==> src/rtl/sdram_seq_pkg.sv <==
// Shared types for the SDRAM bring-up sequencer.
// Assumes the {cs_n, ras_n, cas_n, we_n} pin order for command codes.
package sdram_seq_pkg;

    typedef enum logic [3:0] {
        CMD_LMR = 4'b0000,
        CMD_REF = 4'b0001,
        CMD_PRE = 4'b0010,
        CMD_NOP = 4'b0111
    } sdr_cmd_e;

    typedef enum logic [3:0] {
        IS_IDLE, IS_WAIT, IS_PRE, IS_PRE_GAP, IS_REF,
        IS_REF_GAP, IS_LMR, IS_LMR_GAP, IS_DONE
    } init_st_e;

    typedef enum logic [2:0] {
        PS_OFF, PS_RUN, PS_DRAIN, PS_REF, PS_REF_GAP, PS_DOWN, PS_EXIT
    } pm_st_e;

endpackage

==> src/rtl/sbc_cfg_regs.sv <==
// Configuration register file: register 0 (refresh select, power-down bit),
// register 1 (32-bit word), register 2 (reads zero).
// Assumes one-hot read selects; any other select pattern returns zero.
module sbc_cfg_regs #(
    parameter int DATA_W = 32,
    parameter int NREG   = 3
) (
    input  logic              clk,
    input  logic              rst_n,
    input  logic [1:0]        cfg_we,
    input  logic [DATA_W-1:0] cfg_wdata,
    input  logic [NREG-1:0]   cfg_re,
    output logic [DATA_W-1:0] cfg_rdata,
    output logic              pd_want
);
    logic              ref8_q;
    logic              pd_q;
    logic [DATA_W-1:0] word_q;
    logic [DATA_W-1:0] view [NREG];
    logic [DATA_W-1:0] rd_next;

    // Capture register writes.
    always_ff @(posedge clk or negedge rst_n) begin
        if (!rst_n) begin
            ref8_q <= 1'b0;
            pd_q   <= 1'b0;
            word_q <= '0;
        end else begin
            if (cfg_we[0]) begin
                ref8_q <= cfg_wdata[0];
                pd_q   <= cfg_wdata[1];
            end
            if (cfg_we[1]) begin
                word_q <= cfg_wdata;
            end
        end
    end

    // Present each register as a full-width read view.
    generate
        for (genvar g = 0; g < NREG; g++) begin : g_view
            if (g == 0) begin : g_r0
                assign view[g] = {{(DATA_W-2){1'b0}}, pd_q, ref8_q};
            end else if (g == 1) begin : g_r1
                assign view[g] = word_q;
            end else begin : g_rz
                assign view[g] = '0;
            end
        end
    endgenerate

    // Select the read view when exactly one enable is set.
    always_comb begin
        rd_next = '0;
        if ($onehot(cfg_re)) begin
            for (int i = 0; i < NREG; i++) begin
                if (cfg_re[i]) rd_next = view[i];
            end
        end
    end

    // Register the read bus.
    always_ff @(posedge clk or negedge rst_n) begin
        if (!rst_n) cfg_rdata <= '0;
        else        cfg_rdata <= rd_next;
    end

    assign pd_want = pd_q;
endmodule

==> src/rtl/sbc_init_seq.sv <==
// Power-up sequencer: after the start strobe, it waits INIT_WAIT cycles, then
// issues precharge-all, N auto-refreshes and a mode load, with gaps between.
// Assumes every gap parameter is at least 1 and ADDR_W > 10.
module sbc_init_seq
    import sdram_seq_pkg::*;
#(
    parameter int          INIT_WAIT = 25000,
    parameter int          T_RP      = 2,
    parameter int          T_RFC     = 7,
    parameter int          T_MRD     = 2,
    parameter int          ADDR_W    = 12,
    parameter int unsigned MODE_WORD = 32'h032
) (
    input  logic              clk,
    input  logic              rst_n,
    input  logic              start,
    input  logic              start_ref8,
    output sdr_cmd_e          cmd,
    output logic [ADDR_W-1:0] addr,
    output logic              done,
    output logic              started
);
    localparam int CNT_W = $clog2(INIT_WAIT + T_RP + T_RFC + T_MRD + 1);
    localparam int A10   = 10;

    init_st_e         st;
    logic [CNT_W-1:0] cnt;
    logic [2:0]       refs_left;
    logic             ref8_lat;

    // Step through the power-up order; cnt times each wait and gap.
    always_ff @(posedge clk or negedge rst_n) begin
        if (!rst_n) begin
            st        <= IS_IDLE;
            cnt       <= '0;
            refs_left <= '0;
            ref8_lat  <= 1'b0;
        end else begin
            case (st)
                IS_IDLE: if (start) begin
                    st       <= IS_WAIT;
                    cnt      <= CNT_W'(INIT_WAIT - 1);
                    ref8_lat <= start_ref8;
                end
                IS_WAIT: if (cnt == '0) st <= IS_PRE;
                         else           cnt <= cnt - 1'b1;
                IS_PRE: begin
                    st  <= IS_PRE_GAP;
                    cnt <= CNT_W'(T_RP - 1);
                end
                IS_PRE_GAP: if (cnt == '0) begin
                    st        <= IS_REF;
                    refs_left <= ref8_lat ? 3'd7 : 3'd1;
                end else cnt <= cnt - 1'b1;
                IS_REF: begin
                    st  <= IS_REF_GAP;
                    cnt <= CNT_W'(T_RFC - 1);
                end
                IS_REF_GAP: if (cnt == '0) begin
                    if (refs_left == '0) st <= IS_LMR;
                    else begin
                        st        <= IS_REF;
                        refs_left <= refs_left - 1'b1;
                    end
                end else cnt <= cnt - 1'b1;
                IS_LMR: begin
                    st  <= IS_LMR_GAP;
                    cnt <= CNT_W'(T_MRD - 1);
                end
                IS_LMR_GAP: if (cnt == '0) st <= IS_DONE;
                            else           cnt <= cnt - 1'b1;
                default: st <= IS_DONE;
            endcase
        end
    end

    // Decode the state into a command and address.
    always_comb begin
        cmd  = CMD_NOP;
        addr = '0;
        case (st)
            IS_PRE: begin
                cmd       = CMD_PRE;
                addr[A10] = 1'b1;
            end
            IS_REF: cmd = CMD_REF;
            IS_LMR: begin
                cmd  = CMD_LMR;
                addr = ADDR_W'(MODE_WORD);
            end
            default: ;
        endcase
    end

    assign done    = (st == IS_DONE);
    assign started = (st != IS_IDLE);
endmodule

==> src/rtl/sbc_power_mgr.sv <==
// Post-bring-up manager: grants the burst engine, collects refresh ticks,
// and handles power-down entry and exit.
// Assumes engine_busy falls within bounded time once the grant is withdrawn.
module sbc_power_mgr
    import sdram_seq_pkg::*;
#(
    parameter int T_RFC  = 7,
    parameter int T_XP   = 3,
    parameter int PEND_W = 3
) (
    input  logic     clk,
    input  logic     rst_n,
    input  logic     enable,
    input  logic     pd_want,
    input  logic     ref_tick,
    input  logic     engine_busy,
    output sdr_cmd_e cmd,
    output logic     cke,
    output logic     grant
);
    localparam int CNT_W = $clog2(T_RFC + T_XP + 1);
    localparam logic [PEND_W-1:0] PEND_MAX = '1;

    pm_st_e            st;
    logic [CNT_W-1:0]  cnt;
    logic [PEND_W-1:0] pend;
    logic              inc;
    logic              dec;

    assign inc = ref_tick && enable && (pend != PEND_MAX);
    assign dec = (st == PS_REF);

    // Count outstanding refresh ticks; ticks before bring-up are dropped.
    always_ff @(posedge clk or negedge rst_n) begin
        if (!rst_n)       pend <= '0;
        else if (!enable) pend <= '0;
        else              pend <= pend + PEND_W'(inc) - PEND_W'(dec);
    end

    // Arbitration between the engine, refresh and power-down.
    always_ff @(posedge clk or negedge rst_n) begin
        if (!rst_n) begin
            st  <= PS_OFF;
            cnt <= '0;
        end else begin
            case (st)
                PS_OFF:   if (enable) st <= PS_RUN;
                PS_RUN:   if (pend != '0 || pd_want) st <= PS_DRAIN;
                PS_DRAIN: if (!engine_busy) begin
                    if (pend != '0)   st <= PS_REF;
                    else if (pd_want) st <= PS_DOWN;
                    else              st <= PS_RUN;
                end
                PS_REF: begin
                    st  <= PS_REF_GAP;
                    cnt <= CNT_W'(T_RFC - 1);
                end
                PS_REF_GAP: if (cnt == '0) st <= PS_RUN;
                            else           cnt <= cnt - 1'b1;
                PS_DOWN: if (!pd_want) begin
                    st  <= PS_EXIT;
                    cnt <= CNT_W'(T_XP - 1);
                end
                PS_EXIT: if (cnt == '0) st <= PS_RUN;
                         else           cnt <= cnt - 1'b1;
                default: st <= PS_OFF;
            endcase
        end
    end

    // Drive the command, clock enable and grant from the state.
    always_comb begin
        cmd   = (st == PS_REF) ? CMD_REF : CMD_NOP;
        cke   = (st != PS_DOWN);
        grant = (st == PS_RUN) && (pend == '0) && !pd_want;
    end
endmodule

==> src/rtl/sbc_pin_reg.sv <==
// Output register stage: every memory-facing pin and status output
// leaves the block from a flop. Assumes the inputs are combinational.
module sbc_pin_reg
    import sdram_seq_pkg::*;
#(
    parameter int ADDR_W = 12,
    parameter int BA_W   = 2
) (
    input  logic              clk,
    input  logic              rst_n,
    input  sdr_cmd_e          cmd,
    input  logic [ADDR_W-1:0] addr,
    input  logic              cke,
    input  logic              grant,
    input  logic              done,
    output logic              mem_cs_n,
    output logic              mem_ras_n,
    output logic              mem_cas_n,
    output logic              mem_we_n,
    output logic [ADDR_W-1:0] mem_addr,
    output logic [BA_W-1:0]   mem_ba,
    output logic              mem_cke,
    output logic              engine_grant,
    output logic              init_done
);
    // Register the pins; reset shows NOP with clock enable high.
    always_ff @(posedge clk or negedge rst_n) begin
        if (!rst_n) begin
            {mem_cs_n, mem_ras_n, mem_cas_n, mem_we_n} <= CMD_NOP;
            mem_addr     <= '0;
            mem_ba       <= '0;
            mem_cke      <= 1'b1;
            engine_grant <= 1'b0;
            init_done    <= 1'b0;
        end else begin
            {mem_cs_n, mem_ras_n, mem_cas_n, mem_we_n} <= cmd;
            mem_addr     <= addr;
            mem_ba       <= '0;
            mem_cke      <= cke;
            engine_grant <= grant;
            init_done    <= done;
        end
    end
endmodule

==> src/rtl/sdram_bringup_ctrl.sv <==
// Top level: configuration registers, power-up sequencer and power manager
// share one registered pin stage. The sequencer owns the pins until it is
// done; the power manager owns them afterwards.
module sdram_bringup_ctrl
    import sdram_seq_pkg::*;
#(
    parameter int          INIT_WAIT = 25000,
    parameter int          T_RP      = 2,
    parameter int          T_RFC     = 7,
    parameter int          T_MRD     = 2,
    parameter int          T_XP      = 3,
    parameter int          PEND_W    = 3,
    parameter int          ADDR_W    = 12,
    parameter int          BA_W      = 2,
    parameter int          DATA_W    = 32,
    parameter int unsigned MODE_WORD = 32'h032
) (
    input  logic              clk,
    input  logic              rst_n,
    input  logic [1:0]        cfg_we,
    input  logic [DATA_W-1:0] cfg_wdata,
    input  logic [2:0]        cfg_re,
    output logic [DATA_W-1:0] cfg_rdata,
    input  logic              ref_tick,
    input  logic              engine_busy,
    output logic              engine_grant,
    output logic              init_done,
    output logic              mem_cke,
    output logic              mem_cs_n,
    output logic              mem_ras_n,
    output logic              mem_cas_n,
    output logic              mem_we_n,
    output logic [ADDR_W-1:0] mem_addr,
    output logic [BA_W-1:0]   mem_ba
);
    logic              pd_want;
    sdr_cmd_e          seq_cmd;
    logic [ADDR_W-1:0] seq_addr;
    logic              seq_done;
    logic              seq_started;
    sdr_cmd_e          pm_cmd;
    logic              pm_cke;
    logic              pm_grant;
    sdr_cmd_e          cmd_sel;
    logic [ADDR_W-1:0] addr_sel;

    sbc_cfg_regs #(.DATA_W(DATA_W), .NREG(3)) u_regs (
        .clk(clk), .rst_n(rst_n), .cfg_we(cfg_we), .cfg_wdata(cfg_wdata),
        .cfg_re(cfg_re), .cfg_rdata(cfg_rdata), .pd_want(pd_want)
    );

    sbc_init_seq #(
        .INIT_WAIT(INIT_WAIT), .T_RP(T_RP), .T_RFC(T_RFC), .T_MRD(T_MRD),
        .ADDR_W(ADDR_W), .MODE_WORD(MODE_WORD)
    ) u_seq (
        .clk(clk), .rst_n(rst_n), .start(cfg_we[0]),
        .start_ref8(cfg_wdata[0]), .cmd(seq_cmd), .addr(seq_addr),
        .done(seq_done), .started(seq_started)
    );

    sbc_power_mgr #(.T_RFC(T_RFC), .T_XP(T_XP), .PEND_W(PEND_W)) u_pm (
        .clk(clk), .rst_n(rst_n), .enable(seq_done), .pd_want(pd_want),
        .ref_tick(ref_tick), .engine_busy(engine_busy), .cmd(pm_cmd),
        .cke(pm_cke), .grant(pm_grant)
    );

    // Hand the pins to whichever unit owns the current phase.
    always_comb begin
        cmd_sel  = seq_done ? pm_cmd : seq_cmd;
        addr_sel = seq_done ? '0 : seq_addr;
    end

    sbc_pin_reg #(.ADDR_W(ADDR_W), .BA_W(BA_W)) u_pins (
        .clk(clk), .rst_n(rst_n), .cmd(cmd_sel), .addr(addr_sel),
        .cke(pm_cke), .grant(pm_grant), .done(seq_done),
        .mem_cs_n(mem_cs_n), .mem_ras_n(mem_ras_n), .mem_cas_n(mem_cas_n),
        .mem_we_n(mem_we_n), .mem_addr(mem_addr), .mem_ba(mem_ba),
        .mem_cke(mem_cke), .engine_grant(engine_grant), .init_done(init_done)
    );
endmodule

==> config.mk <==
export PLATFORM = sky130hd
export DESIGN_NAME = sdram_bringup_ctrl
export DESIGN_NICKNAME = d
export VERILOG_FILES = /design/src/rtl/sdram_seq_pkg.sv /design/src/rtl/sbc_cfg_regs.sv /design/src/rtl/sbc_init_seq.sv /design/src/rtl/sbc_power_mgr.sv /design/src/rtl/sbc_pin_reg.sv /design/src/rtl/sdram_bringup_ctrl.sv
export SDC_FILE = /design/constraint.sdc
export NUM_CORES = 1
export LEC_CHECK = 0
export BUFFER_PORTS_ARGS = -buffer_cell sky130_fd_sc_hd__buf_2
export CELL_PAD_IN_SITES_DETAIL_PLACEMENT = 0
export CELL_PAD_IN_SITES_GLOBAL_PLACEMENT = 2
export CORE_UTILIZATION = 38
export CTS_CLUSTER_SIZE = 8
export DETAILED_ROUTE_END_ITERATION = 8
export PLACE_DENSITY = 0.91
export SETUP_SLACK_MARGIN = 0.5
export SLEW_MARGIN = 20
export SYNTH_ARGS = -nofsm -noshare
export SYNTH_HDL_FRONTEND = slang
export SYNTH_SLANG_ARGS = --single-unit
export TNS_END_PERCENT = 1
==> constraint.sdc <==
create_clock -name clk -period 3.7 [get_ports clk]
set_input_delay 0.185 -clock clk [delete_from_list [all_inputs] [get_ports clk]]
set_output_delay 0.185 -clock clk [all_outputs]
set_load 0.02 [all_outputs]
==> impl_metrics.yaml <==
global_route:
  grt_use_met1_pct: 19.2
  grt_max_degree: 47
  grt_usage_pct: 15.7
  met3_usage_pct: 7.13
  grtUsageMet2_pct: 24.8
  grt.busiest_layer: "met2"
  grt_pass1_wl_um: 15500
  gr-total-overflow: 0
  grt_pass1_vias: 3189
  antenna_found_initial: 0
timing:
  finalSetupViolCount: 0
  rsz0062_at_grt: "no"
  fin_tns_setup_ns: 0
  worst_pin_slew_ns: 0.752
  period_needed_ns: 2.62
  max_slew_margin_pct: 49.9
  period_share_pct: 70.7
  skew_ns: 0.00651
  finalHoldViolCount: 0
  slew_viol_final: 0
  fmax_ghz: 0.382
power:
  ir_drop_v: 0.000408
  leakage_nw: 2.64
  p_per_area_mw_per_mm2: 443
finish:
  fillers: 1126
  layout-drive-gt1-share_pct: 30.8
  multi_input_area_mm2: 0.00178
  fin_util_pct: 45.7
  final_cell_area_mm2: 0.00546
  final_cells: 627
  seqCellArea_mm2: 0.00268
  nNetsFinal: 524
  area_growth_pct: 17.6
  insertedDiodeCount: 0
yosys:
  yosysSeqAreaShare_pct: 57.7
  postSynthCellCount: 401
  syn_area_mm2: 0.00465
  ys.flop_type: "dfrtp_1"
  yosysMostFrequentCell: "dfrtp_1"
  avgSynthCellArea_um2: 11.6
  synth_top_area_share_pct: 55.5
  ys_types: 51
  synth_largest_area_cell: "dfrtp_1"
  synth_edf_count: 0
  synth_top_cells_by_count: "dfrtp_1 (103), mux2_2 (36), and2_1 (31)"
  ys_ff_latch: 107
  synth_area_leaders: "dfrtp_1 (55%), mux2_2 (8.7%), and2_1 (4.2%)"
  async_flop_share_pct: 100
  ys.warnings.count: 0
place:
  gp_congestion: 0.779
  dp.cells: 611
  place_hpwl_um: 6160
  port_buffers: 82
  placed_area_mm2: 0.00513
drt:
  drc: 0
  drtIter0Drc: 178
  route.vias.total: 3080
  drt_first_pass_iters: 4
  drtAntennaViolNets: 0
  wl_per_cell_um: 14.3
  via_per_inst: 4.91
  wirelength_um: 8960
clocking:
  cts_sinks: 107
  cts_root_buf: "clkbuf_16"
  clkLatencyLatePin_ns: 0.35
  post_cts_buffers: 0
  cts_max_level: 3
  ctsResizeCount: 0
  cts.reportedPaths.clkPinSlew_ns: 0.07
  tritoncts: "yes"
  cts.hold.buffers_added: 1
  numCtsBuffers: 9
  clockBufferDepth: 2
setup_path:
  critPathKind: "reg -> reg"
  path_max_fanout: 13
  critical-path-max-stage-delay_ns: 0.57
  cp.arrival_ns: 2.85
  required_ns: 3.94
  critPathMostFrequentCell: "inv_1"
  path_cells: "nor3_1, nand2_1, inv_1, and3_1, ha_1, inv_1, fa_1, xor2_1, xnor2_1, nor2_1"
  cp-end-kind: "register"
  critPathLaunchType: "register"
  slowest_stage: "nor3_1"
floorplanning:
  die_area_mm2: 0.0127
  die_w_um: 113
  die_height_um: 113
  initial_utilization_pct: 38.9
  core_area_mm2: 0.0120
  rows: 40
  top_level_ports: 94
status:
  status: "finished clean"
worst_hold_path:
  min_path_type: "in -> reg"
flow_run:
  drv_cap: 0
-- cell families (layout without fill, tap and decap cells) --
group,Yosys count,in the layout,synth area share (%)
AO/OA/AOI/OAI,53,53,7.24
adder cells (fa/ha/maj),7,7,2.21
other,1,11,0.0807
multiplexers,40,40,9.58
XOR/XNOR,12,12,2.26
buffers and inverters,45,114,4.71
AND/OR/NAND/NOR,136,136,16.2
flip-flops,107,107,57.7
-- path summary, 6_finish.rpt --
| kind | start | to | slack [ns] | cells past startpoint |
|---|---|---|---|---|
| setup / recovery | u_seq.st[0]$_DFFE_PN0P_ | u_pm.pend[2]$_DFF_PN0_ | 1.08 | 10 |
| hold / removal | cfg_wdata[6] | u_regs.word_q[6]$_DFFE_PN0P_ | 0.06 | 2 |
| setup reg to reg | u_seq.st[0]$_DFFE_PN0P_ | u_pm.pend[2]$_DFF_PN0_ | 1.08 | 10 |
| hold reg to reg | u_regs.word_q[24]$_DFFE_PN0P_ | u_regs.cfg_rdata[24]$_DFF_PN0_ | 0.47 | 1 |
| max in group asynchronous | rst_n | u_pins.mem_cas_n$_DFF_PN1_ | 2.40 | 3 |
| min in group asynchronous | rst_n | u_regs.cfg_rdata[16]$_DFF_PN0_ | 0.37 | 2 |
-- sequential cells by signal, indices dropped and copies added (netlist names), 2 cells and up --
name / cells
u_pins.mem_addr: 2
u_regs.cfg_rdata: 32
u_pm.st: 3
u_regs.word_q: 32
u_seq.cnt: 15
u_seq.refs_left: 3
u_seq.st: 4
u_pm.cnt: 4
u_pm.pend: 3
-- per-stage QoR --
| step | setup WS, ns | total power [W] | hold slack [ns] |
|---|---|---|---|
| after CTS | 1.09 | 0.00245 | 0.0455 |
| after floorplan | 1.41 | 0.00134 | -0.111 |
| after detailed placement | 1.12 | 0.00141 | 0.231 |
| after global routing | 0.901 | 0.00253 | 0.0460 |
| after global placement | 1.28 | 0.00140 | 0.229 |
| final | 1.08 | 0.00242 | 0.0572 |
-- report_power, final --
part	total (W)	internal [W]	switching [W]
Clock	0.00103	0.000598	0.000437
Combinational	0.000148	0.0000657	0.0000825
Sequential	0.00124	0.00122	0.0000206
Total	0.00242	0.00188	0.000540
-- layout by cell type, fill, tap and decap left out, types with 8 or more instances in the layout --
| cell type | count |
|---|---|
| nor2_1 | 30 |
| xor2_1 | 8 |
| dfrtp_1 | 103 |
| buf_2 | 81 |
| a21oi_1 | 22 |
| conb_1 | 11 |
| nor2b_1 | 9 |
| nand2_1 | 19 |
| clkbuf_16 | 9 |
| mux2_2 | 36 |
| and2_1 | 31 |
| inv_1 | 13 |
| o21ai_0 | 10 |
-- routing by layer --
metal	wire length (um)	vias to the layer above
met3	720	10
li1	-	1485
met5	0	-
met1	3910	1505
met2	4210	80
met4	121	0
-- worst max-delay path: cells and delay by family (launching register included) --
kind	cells	cell delay [ns]
DFF	1	0.51
and+or+nand+nor	4	1.00
adders and majority gates	2	0.50
xor gates and xnor gates	2	0.32
buffers and inverters	2	0.17
-- final cells by class --
type	count	area share (%)
flip-flops and latches	107	49.1
multi-input cells	259	32.7
repair buffers	86	8.15
clock buffers	9	4.12
well taps	147	3.37
clock inverters	6	1.72
inverters	13	0.893
Note: power is estimated with default switching activity, not from simulation.
